[src/rtl/sp_qual_pkg.sv]
package sp_qual_pkg;

  // Verdict on one measured period
  typedef struct packed {
    logic longer_off;   // period > lim_off
    logic shorter_off;  // period < lim_off
    logic shorter_on;   // period < lim_on
  } sp_cls_t;

  typedef enum logic {
    ST_ON  = 1'b0,  // rectifier enabled, output released
    ST_OFF = 1'b1   // rectifier disabled, output driven low
  } sp_state_t;

endpackage

[src/rtl/sp_period_timer.sv]
module sp_period_timer #(
  parameter int PW = 20
) (
  input  logic          clk,
  input  logic          rst_n,
  input  logic          strobe,
  output logic          iv_vld,
  output logic [PW-1:0] iv_len
);

  localparam logic [PW-1:0] SAT = {PW{1'b1}};
  localparam logic [PW-1:0] ONE = PW'(1);

  logic [PW-1:0] cnt_q;
  logic          armed_q;

  // cnt_q holds the distance in cycles since the last sampled strobe
  always_ff @(posedge clk or negedge rst_n) begin
    if (!rst_n) begin
      cnt_q   <= '0;
      armed_q <= 1'b0;
      iv_vld  <= 1'b0;
      iv_len  <= '0;
    end else begin
      iv_vld <= strobe && armed_q;
      if (strobe) begin
        if (armed_q) iv_len <= cnt_q;
        armed_q <= 1'b1;
        cnt_q   <= ONE;
      end else if (cnt_q != SAT) begin
        cnt_q <= cnt_q + ONE;
      end
    end
  end

  p_sat_hold_r3: assert property (@(posedge clk) disable iff (!rst_n)
    (cnt_q == SAT && !strobe) |=> cnt_q == SAT);

  p_first_ignored_r2: assert property (@(posedge clk) disable iff (!rst_n)
    (!armed_q && strobe) |=> !iv_vld);

  p_restart_r3: assert property (@(posedge clk) disable iff (!rst_n)
    strobe |=> cnt_q == ONE);

endmodule

[src/rtl/sp_interval_class.sv]
module sp_interval_class
  import sp_qual_pkg::*;
#(
  parameter int PW = 20
) (
  input  logic [PW-1:0] iv_len,
  input  logic [PW-1:0] lim_off,
  input  logic [PW-1:0] lim_on,
  output sp_cls_t       cls
);

  // Strict compares: a period equal to a limit is neither longer nor shorter
  always_comb begin
    cls.longer_off  = iv_len > lim_off;
    cls.shorter_off = iv_len < lim_off;
    cls.shorter_on  = iv_len < lim_on;
  end

endmodule

[src/rtl/sp_hyst_ctrl.sv]
module sp_hyst_ctrl
  import sp_qual_pkg::*;
#(
  parameter int N_OFF = 63,
  parameter int N_ON  = 32,
  parameter int RW    = 6,
  parameter int AW    = 6
) (
  input  logic          clk,
  input  logic          rst_n,
  input  logic          iv_vld,
  input  sp_cls_t       cls,
  input  logic          wake_evt,
  output logic          rect_dis_n,
  output logic [RW-1:0] run_cnt,
  output logic [AW-1:0] acc_cnt
);

  localparam logic [RW-1:0] RUN_LAST = RW'(N_OFF - 1);
  localparam logic [AW-1:0] ACC_LAST = AW'(N_ON - 1);

  sp_state_t     st_q, st_d;
  logic [RW-1:0] run_q, run_d;
  logic [AW-1:0] acc_q, acc_d;

  always_comb begin
    st_d  = st_q;
    run_d = run_q;
    acc_d = acc_q;
    if (iv_vld) begin
      case (st_q)
        ST_ON: begin
          if (cls.longer_off) begin
            if (run_q == RUN_LAST) begin
              run_d = '0;
              st_d  = ST_OFF;
            end else begin
              run_d = run_q + RW'(1);
            end
          end else if (cls.shorter_off) begin
            run_d = '0;
          end
        end
        ST_OFF: begin
          if (cls.shorter_on) begin
            if (acc_q == ACC_LAST) begin
              acc_d = '0;
              st_d  = ST_ON;
            end else begin
              acc_d = acc_q + AW'(1);
            end
          end
        end
        default: st_d = ST_ON;
      endcase
    end
  end

  always_ff @(posedge clk or negedge rst_n) begin
    if (!rst_n) begin
      st_q  <= ST_ON;
      run_q <= '0;
      acc_q <= '0;
    end else begin
      st_q  <= st_d;
      run_q <= run_d;
      acc_q <= acc_d;
    end
  end

  assign rect_dis_n = (st_q == ST_ON);
  assign run_cnt    = run_q;
  assign acc_cnt    = acc_q;

  p_enter_after_run_r4: assert property (@(posedge clk) disable iff (!rst_n)
    $fell(rect_dis_n) |-> ($past(run_q) == RUN_LAST && run_q == '0));

  p_release_after_acc_r6: assert property (@(posedge clk) disable iff (!rst_n)
    $rose(rect_dis_n) |-> ($past(acc_q) == ACC_LAST && acc_q == '0));

  p_run_idle_when_off_r4: assert property (@(posedge clk) disable iff (!rst_n)
    (st_q == ST_OFF) |-> run_q == '0);

  p_acc_idle_when_on_r6: assert property (@(posedge clk) disable iff (!rst_n)
    (st_q == ST_ON) |-> acc_q == '0);

  p_short_clears_r5: assert property (@(posedge clk) disable iff (!rst_n)
    (iv_vld && st_q == ST_ON && cls.shorter_off) |=> run_q == '0);

  p_acc_hold_r7: assert property (@(posedge clk) disable iff (!rst_n)
    (iv_vld && st_q == ST_OFF && !cls.shorter_on) |=> $stable(acc_q));

  p_wake_no_effect_r9: assert property (@(posedge clk) disable iff (!rst_n)
    (wake_evt && !iv_vld) |=> ($stable(run_q) && $stable(acc_q) && $stable(st_q)));

endmodule

[src/rtl/sp_enable_qualifier.sv]
module sp_enable_qualifier
  import sp_qual_pkg::*;
#(
  parameter int PW    = 20,
  parameter int N_OFF = 63,
  parameter int N_ON  = 32,
  localparam int RW   = $clog2(N_OFF + 1),
  localparam int AW   = $clog2(N_ON + 1)
) (
  input  logic          clk,
  input  logic          rst_n,
  input  logic          pcd_strobe,
  input  logic          wake_evt,
  input  logic [PW-1:0] lim_off,
  input  logic [PW-1:0] lim_on,
  output logic          rect_dis_n,
  output logic [RW-1:0] dbg_run,
  output logic [AW-1:0] dbg_acc
);

  logic          iv_vld;
  logic [PW-1:0] iv_len;
  sp_cls_t       cls;

  sp_period_timer #(.PW(PW)) u_timer (
    .clk    (clk),
    .rst_n  (rst_n),
    .strobe (pcd_strobe),
    .iv_vld (iv_vld),
    .iv_len (iv_len)
  );

  sp_interval_class #(.PW(PW)) u_class (
    .iv_len  (iv_len),
    .lim_off (lim_off),
    .lim_on  (lim_on),
    .cls     (cls)
  );

  sp_hyst_ctrl #(
    .N_OFF (N_OFF),
    .N_ON  (N_ON),
    .RW    (RW),
    .AW    (AW)
  ) u_ctrl (
    .clk        (clk),
    .rst_n      (rst_n),
    .iv_vld     (iv_vld),
    .cls        (cls),
    .wake_evt   (wake_evt),
    .rect_dis_n (rect_dis_n),
    .run_cnt    (dbg_run),
    .acc_cnt    (dbg_acc)
  );

  p_reset_released_r1: assert property (@(posedge clk) disable iff (!rst_n)
    $rose(rst_n) |-> rect_dis_n);

endmodule

[config.mk]
export PLATFORM = sky130hd
export DESIGN_NAME = sp_enable_qualifier
export DESIGN_NICKNAME = d
export VERILOG_FILES = /design/src/rtl/sp_qual_pkg.sv /design/src/rtl/sp_period_timer.sv /design/src/rtl/sp_interval_class.sv /design/src/rtl/sp_hyst_ctrl.sv /design/src/rtl/sp_enable_qualifier.sv
export SDC_FILE = /design/constraint.sdc
export NUM_CORES = 1
export LEC_CHECK = 0
export ABC_AREA = 1
export BUFFER_PORTS_ARGS = -buffer_cell sky130_fd_sc_hd__buf_2
export CORE_ASPECT_RATIO = 1.2
export CORE_MARGIN = 3
export CORE_UTILIZATION = 50
export CTS_CLUSTER_SIZE = 10
export DETAILED_ROUTE_END_ITERATION = 10
export HOLD_SLACK_MARGIN = 0.12
export MAX_ROUTING_LAYER = met4
export PLACE_DENSITY = 0.85
export SLEW_MARGIN = 20
export SYNTH_ARGS = -nofsm -noshare
export SYNTH_HDL_FRONTEND = slang
export SYNTH_HIERARCHICAL = 1
export SYNTH_SLANG_ARGS = --single-unit
[constraint.sdc]
create_clock -name clk -period 2.2 [get_ports clk]
set_clock_uncertainty 0.2 [all_clocks]
set_input_delay 0.66 -clock clk [delete_from_list [all_inputs] [get_ports clk]]
set_output_delay 0.66 -clock clk [all_outputs]
set_load 0.01 [all_outputs]
==> qor.yml, run 1 <==
crit_arrival_ns: 2.39
cts_sinks: 55
clk_pin_slew_ns: 0.10
busiest_layer: "met2"
rsz0062_at_grt: "yes"
synth_top_family_by_area: "simple AND/OR/NAND/NOR gates"
diodes: 0
synth.most_common_cell: "nand2_1"
synth_cell_type_count: 31
synth_edf_count: 0
cp.required_ns: 2.21
drv_slew: 0
slowest_delay_ns: 0.27
slew_headroom_pct: 70.4
ys_warn_count: 6
routed_via_density: 5.35
utilization_pct: 70.0
p_per_area_nw_per_um2: 368
worst_pin_slew_ns: 0.443
routabilityCongestion: 1.01
p_total_mw: 1.91
syn_area_per_cell_sq_um: 7.17
wl_per_cell_microns: 15.1
drt-initial-drc-count: 310
yosys.area.top_type: "dfrtp_1"
outcome: "complete, but fails checks"
synth_common_cells: "157 x nand2_1, 91 x inv_1, 55 x dfrtp_1"
peakVddDrop_mv: 0.263
die_h_microns: 102
cts-root-buf: "clkbuf_8"
path_delay_family: "simple AND/OR/NAND/NOR gates"
drt_pass1_iterations: 5
gr-usage-all-layers_pct: 24.2
cts_tree: "yes"
met2_usage_pct: 44.2
path_max_fanout: 4
ys_ff_latch: 55
hold_viol: 0
yosysSeqAreaShare_pct: 35.5
die-area_sq_um: 8840
synth_top_cell_area_share_pct: 35.5
grt_pass1_vias: 3754
max-clock-path-buffers: 2
crit_path_frequent_cell: "nand2_2"
antenna_found_initial: 0
initial_utilization_pct: 52.3
synth_area_sq_um: 3870
core_sq_um: 7400
grt_max_degree: 56
crit_buf_inv: 3
end_kind: "register"
numPortBuffers: 55
antenna_left: 0
grt_pass1_wl_mm: 16.8
postSynth.asyncResetShare_pct: 100
cts_inserted_buffers: 5
leakagePower_nw: 2.68
grt_use_met1_pct: 27.4
synth_nets: 627
synthAdderAreaFrac_pct: 13.9
fin_crit_ns: 2.38
htree_num_levels: 2
yosys.area_share.simple_pct: 32.1
startpoint_type: "primary input"
die_x_microns: 86.4
ys.flop_type: "dfrtp_1"
area_growth_syn_to_layout_pct: 33.7
via_count: 3849
critical_path_class: "in2reg"
overflow: 0
synthXorXnorAreaFrac_pct: 0.678
clock_latency_ns: 0.31
drive_above_1_share_pct: 35.0
violations: "setup timing"
nNetsFinal: 715
syn_inst: 540
drcViolationCount: 0
pin_count: 57
worstPathCellList: "buf_2 -> inv_2 -> ha_1 -> nand2_2 -> nor2_1 -> nand2_2 -> nor2_4 -> nand2_2 -> nand2_2 -> nor2_4 -> nor2_4 -> inv_2 -> nand2_4 -> nand2_4 -> nor2_1 -> nand2_1 -> nand2_1 -> nor2_1"
finalSetupViolCount: 9
layout_worst_path_cycle_share_pct: 108
max_freq_ghz: 0.420
ys_top_cells_by_area: "dfrtp_1 36%, nand2_1 15%, ha_1 14%, inv_1 8.8%, nand3_1 5.2%"
timing.final.ws_setup_ns: -0.180
synthMuxAreaShare_pct: 0
gr-usage-met3_pct: 2.58
cap_violations: 0
dp.final_hpwl_mm: 7.25
hp-class: "in2async"
rows: 34
drt_wl_total_mm: 10.8
slowest_stage: "ha_1"
postCtsHoldBufs: 0
synth_compound_area_share_pct: 7.62
[flip-flops by register name, summed over array words and instances, names as in the netlist]
signal and cells:
u_timer/cnt_q 20, u_timer/armed_q 1, u_timer/iv_len 20, u_ctrl/run_cnt 6
u_ctrl/st_q 1, u_timer/iv_vld 1, u_ctrl/acc_cnt 6
[where the power goes]
| group | total, mW | internal [mW] | leakage, nW | switching (mW) |
|---|---|---|---|---|
| Clock | 0.559 | 0.225 | 0.0483 | 0.334 |
| Combinational | 0.305 | 0.130 | 1.89 | 0.175 |
| Sequential | 1.04 | 1.02 | 0.743 | 0.0169 |
[per-stage QoR]
stage	setup slack, ns	cells	hold WS [ns]	area [sq um]	setup TNS, ns
finish	-0.180	719	0.118	5180	-1.07
global route	-0.265	719	0.142	5180	-1.83
CTS	-0.0875	719	0.140	5000	-0.484
detailed placement	-0.522	708	0.257	4660	-4.78
global placement	-0.456	708	0.252	4660	-4.11
floorplan	-0.124	540	0.164	4070	-0.354
[worst register-to-register path: stages (launching register included)]
cell and delay (ns):
dfrtp_1 0.44, ha_4 0.30, nand2_2 0.06, nor2_1 0.15, nand2_2 0.09, nor2_4 0.17
nand2_2 0.08, nand2_2 0.08, nor2_4 0.05, nor2_4 0.15, inv_2 0.07, nand2_4 0.08
nand2_4 0.07, nor2_1 0.11, nand2_1 0.07, nand2_1 0.06, nor2_1 0.04
[final timing paths]
| check | start | end | slack [ns] | cells after the start |
|---|---|---|---|---|
| setup / recovery | lim_off[6] | u_ctrl/run_cnt[3]$_DFFE_PN0P_ | -0.18 | 18 |
| min in group clk | u_timer/armed_q$_DFFE_PN0P_ | u_timer/armed_q$_DFFE_PN0P_ | 0.28 | 1 |
| hold / removal | rst_n | u_ctrl/acc_cnt[2]$_DFFE_PN0P_ | 0.12 | 2 |
| max in group asynchronous | rst_n | u_timer/iv_len[9]$_DFFE_PN0P_ | 1.39 | 2 |
| setup reg to reg | u_timer/iv_len[7]$_DFFE_PN0P_ | u_ctrl/run_cnt[3]$_DFFE_PN0P_ | -0.17 | 16 |
| hold reg to reg | u_timer/armed_q$_DFFE_PN0P_ | u_timer/armed_q$_DFFE_PN0P_ | 0.28 | 1 |
[repair_timing]
| item | 4_1_cts | 5_1_grt |
|---|---|---|
| pin swaps | 28 | 34 |
| resized for setup | 48 | 49 |
| cloned | 0 | 0 |
| endpoints found under the setup margin | 13 | 13 |
| setup buffers | 3 | 1 |
[cells by family (layout without fill, tap and decap cells)]
family | count (synthesis) | after routing
buffers and inverters | 103 | 192
adders and majority gates | 43 | 43
xor gates and xnor gates | 3 | 3
DFF | 55 | 55
AOI/OAI and AO/OA | 56 | 56
and+or+nand+nor | 280 | 280
[routing by layer]
layer | vias up | part of all wire, %
li1 | 1875 | -
met1 | 1816 | 39
met2 | 131 | 54
met3 | 27 | 4.5
met4 | 0 | 2.4
met5 | - | 0
[layout make-up]
cell class | instances | area, sq um
clock inverters | 3 | 18.8
repair buffers | 88 | 577
flip-flops and latches | 55 | 1380
multi-input cells | 382 | 2650
clock buffers | 5 | 68.8
inverters | 96 | 378
well taps | 90 | 113
fillers | 515 | 2220
[layout by cell type, fill, tap and decap left out, types with 3 or more instances in the layout]
cell and n:
nand2_1 133, inv_1 71, buf_2 55, dfrtp_1 53
nor2_1 37, nand3_1 33, o21ai_0 25, nand2_2 24
ha_4 23, buf_4 21, inv_2 21, ha_1 20
nor2_4 13, a21oi_1 12, buf_6 11, nand4_1 10
nand2_4 8, nand3_2 8, a21oi_2 6, o21ai_1 6
clkbuf_8 5, nor2_2 5, o21ai_2 3
Note: power is estimated with default switching activity, not from simulation.
==> run 2, diff against run 1 <==
--- a/config.mk
+++ b/config.mk
@@ -12,6 +12,7 @@
 export CORE_UTILIZATION = 50
 export CTS_CLUSTER_SIZE = 10
 export DETAILED_ROUTE_END_ITERATION = 10
+export GPL_TIMING_DRIVEN = 0
 export HOLD_SLACK_MARGIN = 0.12
 export MAX_ROUTING_LAYER = met4
 export PLACE_DENSITY = 0.85
==> run 2 against run 1 <==
Compared with the run above: clock power grew 6.1%; first-iteration DRC count is 41% lower; the run still ends with setup timing left; global-route usage down 1.7 points; cell area decreased by 5.4%; utilization is 3.8 points lower; via count is 4.7% lower; power fell by 0.45%; cell count fell by 1.8%; sequential power barely moved; register-to-register slack improved by 0.06 ns; worst setup slack better by 0.069 ns.
==> qor.yml, run 2 (synthesized netlist as in run 1, its figures left out) <==
path_max_fanout: 5  # +1
drt_wl_total_mm: 9.96  # -8.0%
clock_latency_ns: 0.31  # about the same
startpoint_type: "register"
drv_slew: 0  # unchanged
violations: "setup timing"
p_per_area_nw_per_um2: 387  # +5.2%
dp.final_hpwl_mm: 7.29  # +0.63%
hold_viol: 0  # unchanged
leakagePower_nw: 2.57  # -4.0%
slowest_stage: "dfrtp_1"
antenna_left: 0  # unchanged
cts_sinks: 55  # unchanged
whs_ns: 0.168  # +0.0501 ns
critical_path_class: "reg2reg"
routed_via_density: 5.20  # -2.9%
die_x_microns: 86.4  # unchanged
end_kind: "register"
hp-class: "in2async"
max_freq_ghz: 0.433  # +3.0%
max-clock-path-buffers: 2  # unchanged
placed_area_sq_um: 4460  # -4.3%
finalSetupViolCount: 7  # -2
worst-r2r-cell-count: 16  # unchanged
timing.final.ws_setup_ns: -0.111  # +0.0688 ns
slowest_delay_ns: 0.44  # +0.17 ns
overflow: 0  # unchanged
rsz0062_at_grt: "yes"
die_h_microns: 102  # unchanged
startpoint: "u_timer/iv_len[15]$_DFFE_PN0P_"
layout_worst_path_cycle_share_pct: 105  # -3.1 points
gr-usage-all-layers_pct: 22.5  # -1.7 points
cts-root-buf: "clkbuf_8"
diodes: 0  # unchanged
reg2reg_from: "u_timer/iv_len[15]$_DFFE_PN0P_"
pin_count: 57  # unchanged
peakVddDrop_mv: 0.271  # +3.1%
wl_per_cell_microns: 14.1  # -6.3%
instances_no_fill: 706  # -1.8%
reg_top3: "u_timer/cnt_q x20, u_timer/iv_len x20"
final_common_cell: "nand2_1"
drive_above_1_share_pct: 29.1  # -5.9 points
drcViolationCount: 0  # unchanged
die-area_sq_um: 8840  # unchanged
numPortBuffers: 55  # unchanged
antenna_found_initial: 0  # unchanged
postLayoutCellArea_sq_um: 4900  # -5.4%
drt-initial-drc-count: 182  # -41%
slew_headroom_pct: 54.3  # -16 points
grt_pass1_wl_mm: 15.4  # -8.2%
clk_pin_slew_ns: 0.10  # about the same
cts_inserted_buffers: 5  # unchanged
rows: 34  # unchanged
cap_violations: 0  # unchanged
worstPathCellList: "ha_4 -> nand2_4 -> nor2_4 -> nand2_4 -> nor2_4 -> nand2_2 -> nand2_2 -> nor2_4 -> nor2_4 -> inv_2 -> nand2_4 -> nand2_4 -> nor2_1 -> nand2_1 -> nand2_1 -> nor2_1"
cp.required_ns: 2.22  # about the same
htree_num_levels: 2  # unchanged
via_count: 3669  # -4.7%
crit_arrival_ns: 2.33  # -0.06 ns
routabilityCongestion: 0.866  # -14%
core_sq_um: 7400  # unchanged
cts_tree: "yes"
fillers: 603  # +17%
worst_pin_slew_ns: 0.686  # +0.243 ns
setup-tns-final_ns: -0.525  # +0.540 ns
grt_max_degree: 56  # unchanged
place_inst: 685  # -3.2%
outcome: "complete, but fails checks"
fin_crit_ns: 2.31  # -0.0688 ns
nNetsFinal: 702  # -1.8%
grt_pass1_vias: 3422  # -8.8%
area_growth_syn_to_layout_pct: 26.5
postCtsHoldBufs: 0  # unchanged
final_cell_mix: "147 x nand2_1, 73 x inv_1, 51 x buf_2, 47 x dfrtp_1"
drt_pass1_iterations: 4  # -1
initial_utilization_pct: 52.3  # unchanged
==> run 2: timing repair <==
action,in CTS,in global routing
gates resized for setup,26,39
buffers inserted,8,5
pin swaps,17,18
endpoints found under the setup margin,7,13
==> run 2: layout make-up <==
cell class,instances,area [sq um],area share (%)
Multi-Input combinational cell,382,2510,51.2
Clock inverter,1,8.76,0.179
Buffer,7,33.8,0.690
Inverter,96,378,7.71
Clock buffer,7,86.3,1.76
Timing Repair Buffer,68,387,7.89
Sequential cell,55,1390,28.3
Tap cell,90,113,2.30
==> run 2: metal layers <==
layer | GRT usage, % | share of wire [%] | wire [microns]
met2 | 39.2 | 53 | 5280
met4 | 5.52 | 1.5 | 151
met5 | - | 0 | 0
met3 | 2.18 | 3.9 | 392
met1 | 28.0 | 41 | 4130
==> run 2: final timing paths <==
path	to	slack (ns)
worst min-delay path	u_ctrl/acc_cnt[3]$_DFFE_PN0P_	0.17
worst max register to register	u_ctrl/run_cnt[3]$_DFFE_PN0P_	-0.11
worst min register to register	u_timer/armed_q$_DFFE_PN0P_	0.29
max in group asynchronous	u_timer/iv_len[9]$_DFFE_PN0P_	1.11
min in group clk	u_timer/armed_q$_DFFE_PN0P_	0.29
worst max-delay path	u_ctrl/run_cnt[3]$_DFFE_PN0P_	-0.11
==> run 2: worst max-delay path, delay by kind of cell (launching register included) <==
kind	cells	cell delay, ns
buffers and inverters	1	0.07
and+or+nand+nor	14	1.16
DFF	1	0.44
adders and majority gates	1	0.32
==> run 2: report_power, final <==
part	internal, mW	switching [mW]
Sequential	1.02	0.0194
Clock	0.259	0.334
Combinational	0.103	0.157
Total	1.39	0.511
==> run 2: metrics by stage <==
step / util, % / setup WS (ns) / total power [mW]
floorplan: - / -0.124 / 1.20
global placement: 60.2 / -0.541 / 1.28
detailed placement: 60.2 / -0.582 / 1.30
CTS: 63.6 / -0.0309 / 1.89
global route: 66.2 / -0.231 / 1.98
finish: 66.2 / -0.111 / 1.90
==> run 3, diff against run 2 <==
--- a/config.mk
+++ b/config.mk
@@ -9,13 +9,14 @@
 export BUFFER_PORTS_ARGS = -buffer_cell sky130_fd_sc_hd__buf_2
 export CORE_ASPECT_RATIO = 1.2
 export CORE_MARGIN = 3
-export CORE_UTILIZATION = 50
+export CORE_UTILIZATION = 32
 export CTS_CLUSTER_SIZE = 10
 export DETAILED_ROUTE_END_ITERATION = 10
 export GPL_TIMING_DRIVEN = 0
 export HOLD_SLACK_MARGIN = 0.12
 export MAX_ROUTING_LAYER = met4
-export PLACE_DENSITY = 0.85
+export PLACE_DENSITY = 0.61
+export RECOVER_POWER = 100
 export SLEW_MARGIN = 20
 export SYNTH_ARGS = -nofsm -noshare
 export SYNTH_HDL_FRONTEND = slang
==> constraint.sdc (replaced) <==
create_clock -name clk -period 2.47 [get_ports clk]
set_clock_uncertainty 0.2 [all_clocks]
set_input_delay 0.741 -clock clk [delete_from_list [all_inputs] [get_ports clk]]
set_output_delay 0.741 -clock clk [all_outputs]
set_load 0.01 [all_outputs]
==> run 3 against run 2 <==
Compared with the run above: the flow now finishes without violations; cell area shrank 2.5%; wire length rose by 0.68%; count of clock-buffer cells in the layout is 1 lower; sequential power fell by 11%; combinational power fell by 17%; power down 2.0%; non-clock buffer count decreased by 8; sequential cell count unchanged; critical path depth is the same; register-to-register slack improved by 0.28 ns; via count decreased by 2.5%; critical endpoint unchanged.
==> qor.yml, run 3 (synthesized netlist as in run 1, its figures left out) <==
hold_start: "u_timer/armed_q$_DFFE_PN0P_"
worst-r2r-cell-count: 14  # -2
setup-tns-final_ns: 0  # +0.525 ns
startpoint_type: "primary input"
min_path_cells: 1
worstPathCellList: "buf_6 -> inv_2 -> ha_1 -> nand2_1 -> nor2_1 -> nand2_2 -> nor2_4 -> nand2_2 -> nand2_2 -> nor2_4 -> nor2_4 -> buf_4 -> o21ai_0 -> nand2_1 -> inv_1 -> nor2_1"
gr-usage-all-layers_pct: 15.5  # -7.0 points
reg_top3: "u_timer/cnt_q x20, u_timer/iv_len x20"
grt_pass1_vias: 3635  # +6.2%
area_growth_syn_to_layout_pct: 23.3
pin_count: 57  # unchanged
cp.required_ns: 2.49  # +0.27 ns
timing.final.ws_setup_ns: 0.0802  # +0.192 ns
antenna_left: 0  # unchanged
p_total_mw: 1.86  # -2.0%
drv_slew: 0  # unchanged
cts-root-buf: "clkbuf_16"
cap_violations: 0  # unchanged
slowest_delay_ns: 0.27  # -0.17 ns
cts_inserted_buffers: 5  # unchanged
cts_sinks: 55  # unchanged
p_per_area_nw_per_um2: 389  # +0.54%
nNetsFinal: 694  # -1.1%
final_cell_mix: "150 x nand2_1, 84 x inv_1, 55 x dfrtp_1, 40 x nand3_1"
diodes: 0  # unchanged
grt_pass1_wl_mm: 16.8  # +8.9%
dp.final_hpwl_mm: 7.88  # +8.1%
peakVddDrop_mv: 0.284  # +4.9%
drt-initial-drc-count: 204  # +12%
initial_utilization_pct: 33.2  # -19 points
placed_area_sq_um: 4370  # -2.0%
crit_arrival_ns: 2.41  # +0.08 ns
clock_latency_ns: 0.29  # -0.02 ns
grt_max_degree: 56  # unchanged
drt_pass1_iterations: 4  # unchanged
numPortBuffers: 55  # unchanged
outcome: "finished, final reports clean"
path_max_fanout: 4  # -1
drt_wl_total_mm: 10.0  # +0.68%
multi_input_area_sq_um: 2350  # -6.1%
hold_path_end: "u_timer/armed_q$_DFFE_PN0P_"
cts_tree: "yes"
drive_above_1_share_pct: 19.6  # -9.5 points
fillers: 1236  # +100%
reg2reg_from: "u_timer/iv_len[6]$_DFFE_PN0P_"
worst_pin_slew_ns: 1.42  # +0.738 ns
whs_ns: 0.267  # +0.0988 ns
rsz0062_at_grt: "yes"
die_x_microns: 106  # +23%
regArea_sq_um: 1380  # -0.72%
hold_viol: 0  # unchanged
leakagePower_nw: 2.51  # -2.5%
slowest_stage: "ha_1"
antenna_found_initial: 0  # unchanged
overflow: 0  # unchanged
max-clock-path-buffers: 2  # unchanged
routed_via_density: 4.68  # -9.9%
finalSetupViolCount: 0  # -7
routabilityCongestion: 0.922  # +6.5%
fin_crit_ns: 2.39
postLayoutCellArea_sq_um: 4780  # -2.5%
end_kind: "register"
core_sq_um: 11700  # +58%
post-place-ws_ns: -0.433  # +0.148 ns
layout_worst_path_cycle_share_pct: 96.8
max_freq_ghz: 0.418
final_common_cell: "nand2_1"
wl_per_cell_microns: 13.1  # -7.0%
critical_path_class: "in2reg"
hp-class: "reg2reg"
r2r-end: "u_ctrl/run_cnt[3]$_DFFE_PN0P_"
slew_headroom_pct: 5.08  # -49 points
drcViolationCount: 0  # unchanged
die_h_microns: 127  # +24%
die-area_sq_um: 13500  # +52%
clk_pin_slew_ns: 0.07  # -0.03 ns
via_count: 3579  # -2.5%
rows: 43  # +26%
rrSetupSlack_ns: 0.17  # +0.28 ns
htree_num_levels: 2  # unchanged
-- run 3: cell count changes in the layout (fill, tap and decap cells not counted), sizes merged --
| cell | before | now |
|---|---|---|
| buf | 70 | 48 |
| clkbuf | 12 | 25 |
-- run 3: cell type report --
class                   count  area share, %
clock inverters             1          0.105
plain buffers               7          0.629
well taps                 157           4.11
clock buffers               6           2.91
multi-input cells         382           49.3
flip-flops and latches     55           28.8
repair buffers             60           6.60
inverters                  96           7.55
-- run 3: worst max path at each step --
stage	from	slack (ns)	endpoint	cells after the start
2_1_floorplan	lim_off[9]	0.02	u_ctrl/run_cnt[3]$_DFFE_PN0P_	17
3_3_place_gp	lim_off[17]	-0.41	u_ctrl/run_cnt[3]$_DFFE_PN0P_	18
3_5_place_dp	lim_off[17]	-0.43	u_ctrl/run_cnt[3]$_DFFE_PN0P_	18
4_1_cts	lim_off[19]	0.005	u_ctrl/run_cnt[3]$_DFFE_PN0P_	18
5_1_grt	lim_off[12]	-0.03	u_ctrl/run_cnt[3]$_DFFE_PN0P_	16
6_report	lim_off[6]	0.08	u_ctrl/run_cnt[3]$_DFFE_PN0P_	16
-- run 3: routing by layer --
layer | share of wire (%) | vias to the layer above | GRT usage (%)
met2 | 54 | 51 | 29.0
met5 | 0 | - | -
met3 | 2.9 | 4 | 1.93
met1 | 43 | 1692 | 17.7
met4 | 0.39 | 0 | 2.86
li1 | - | 1832 | -
-- run 3: per-stage QoR --
| stage | util, % | std cells |
|---|---|---|
| after CTS | 39.2 | 760 |
| after global placement | 37.4 | 752 |
| after floorplan | - | 540 |
| after global routing | 40.9 | 764 |
| after detailed placement | 37.4 | 752 |
| final | 40.9 | 764 |
-- run 3: worst max-delay path, delay by kind of cell --
kind,cells,cell delay [ns]
adders and majority gates,1,0.27
buffers and inverters,4,0.28
AOI/OAI and AO/OA,1,0.11
and+or+nand+nor,10,1.00
-- run 3: timing repair --
action,4_1_cts,5_1_grt
setup buffers,1,4
hold buffers,0,0
hold endpoints to repair,0,0
gates resized for setup,11,42
setup endpoints to repair,5,10
pin swaps,12,25
-- run 3: where the power goes --
part	switching [mW]	total, mW	internal, mW
sequential	0.0176	0.930	0.913
combinational	0.132	0.217	0.0851
clock	0.315	0.713	0.397
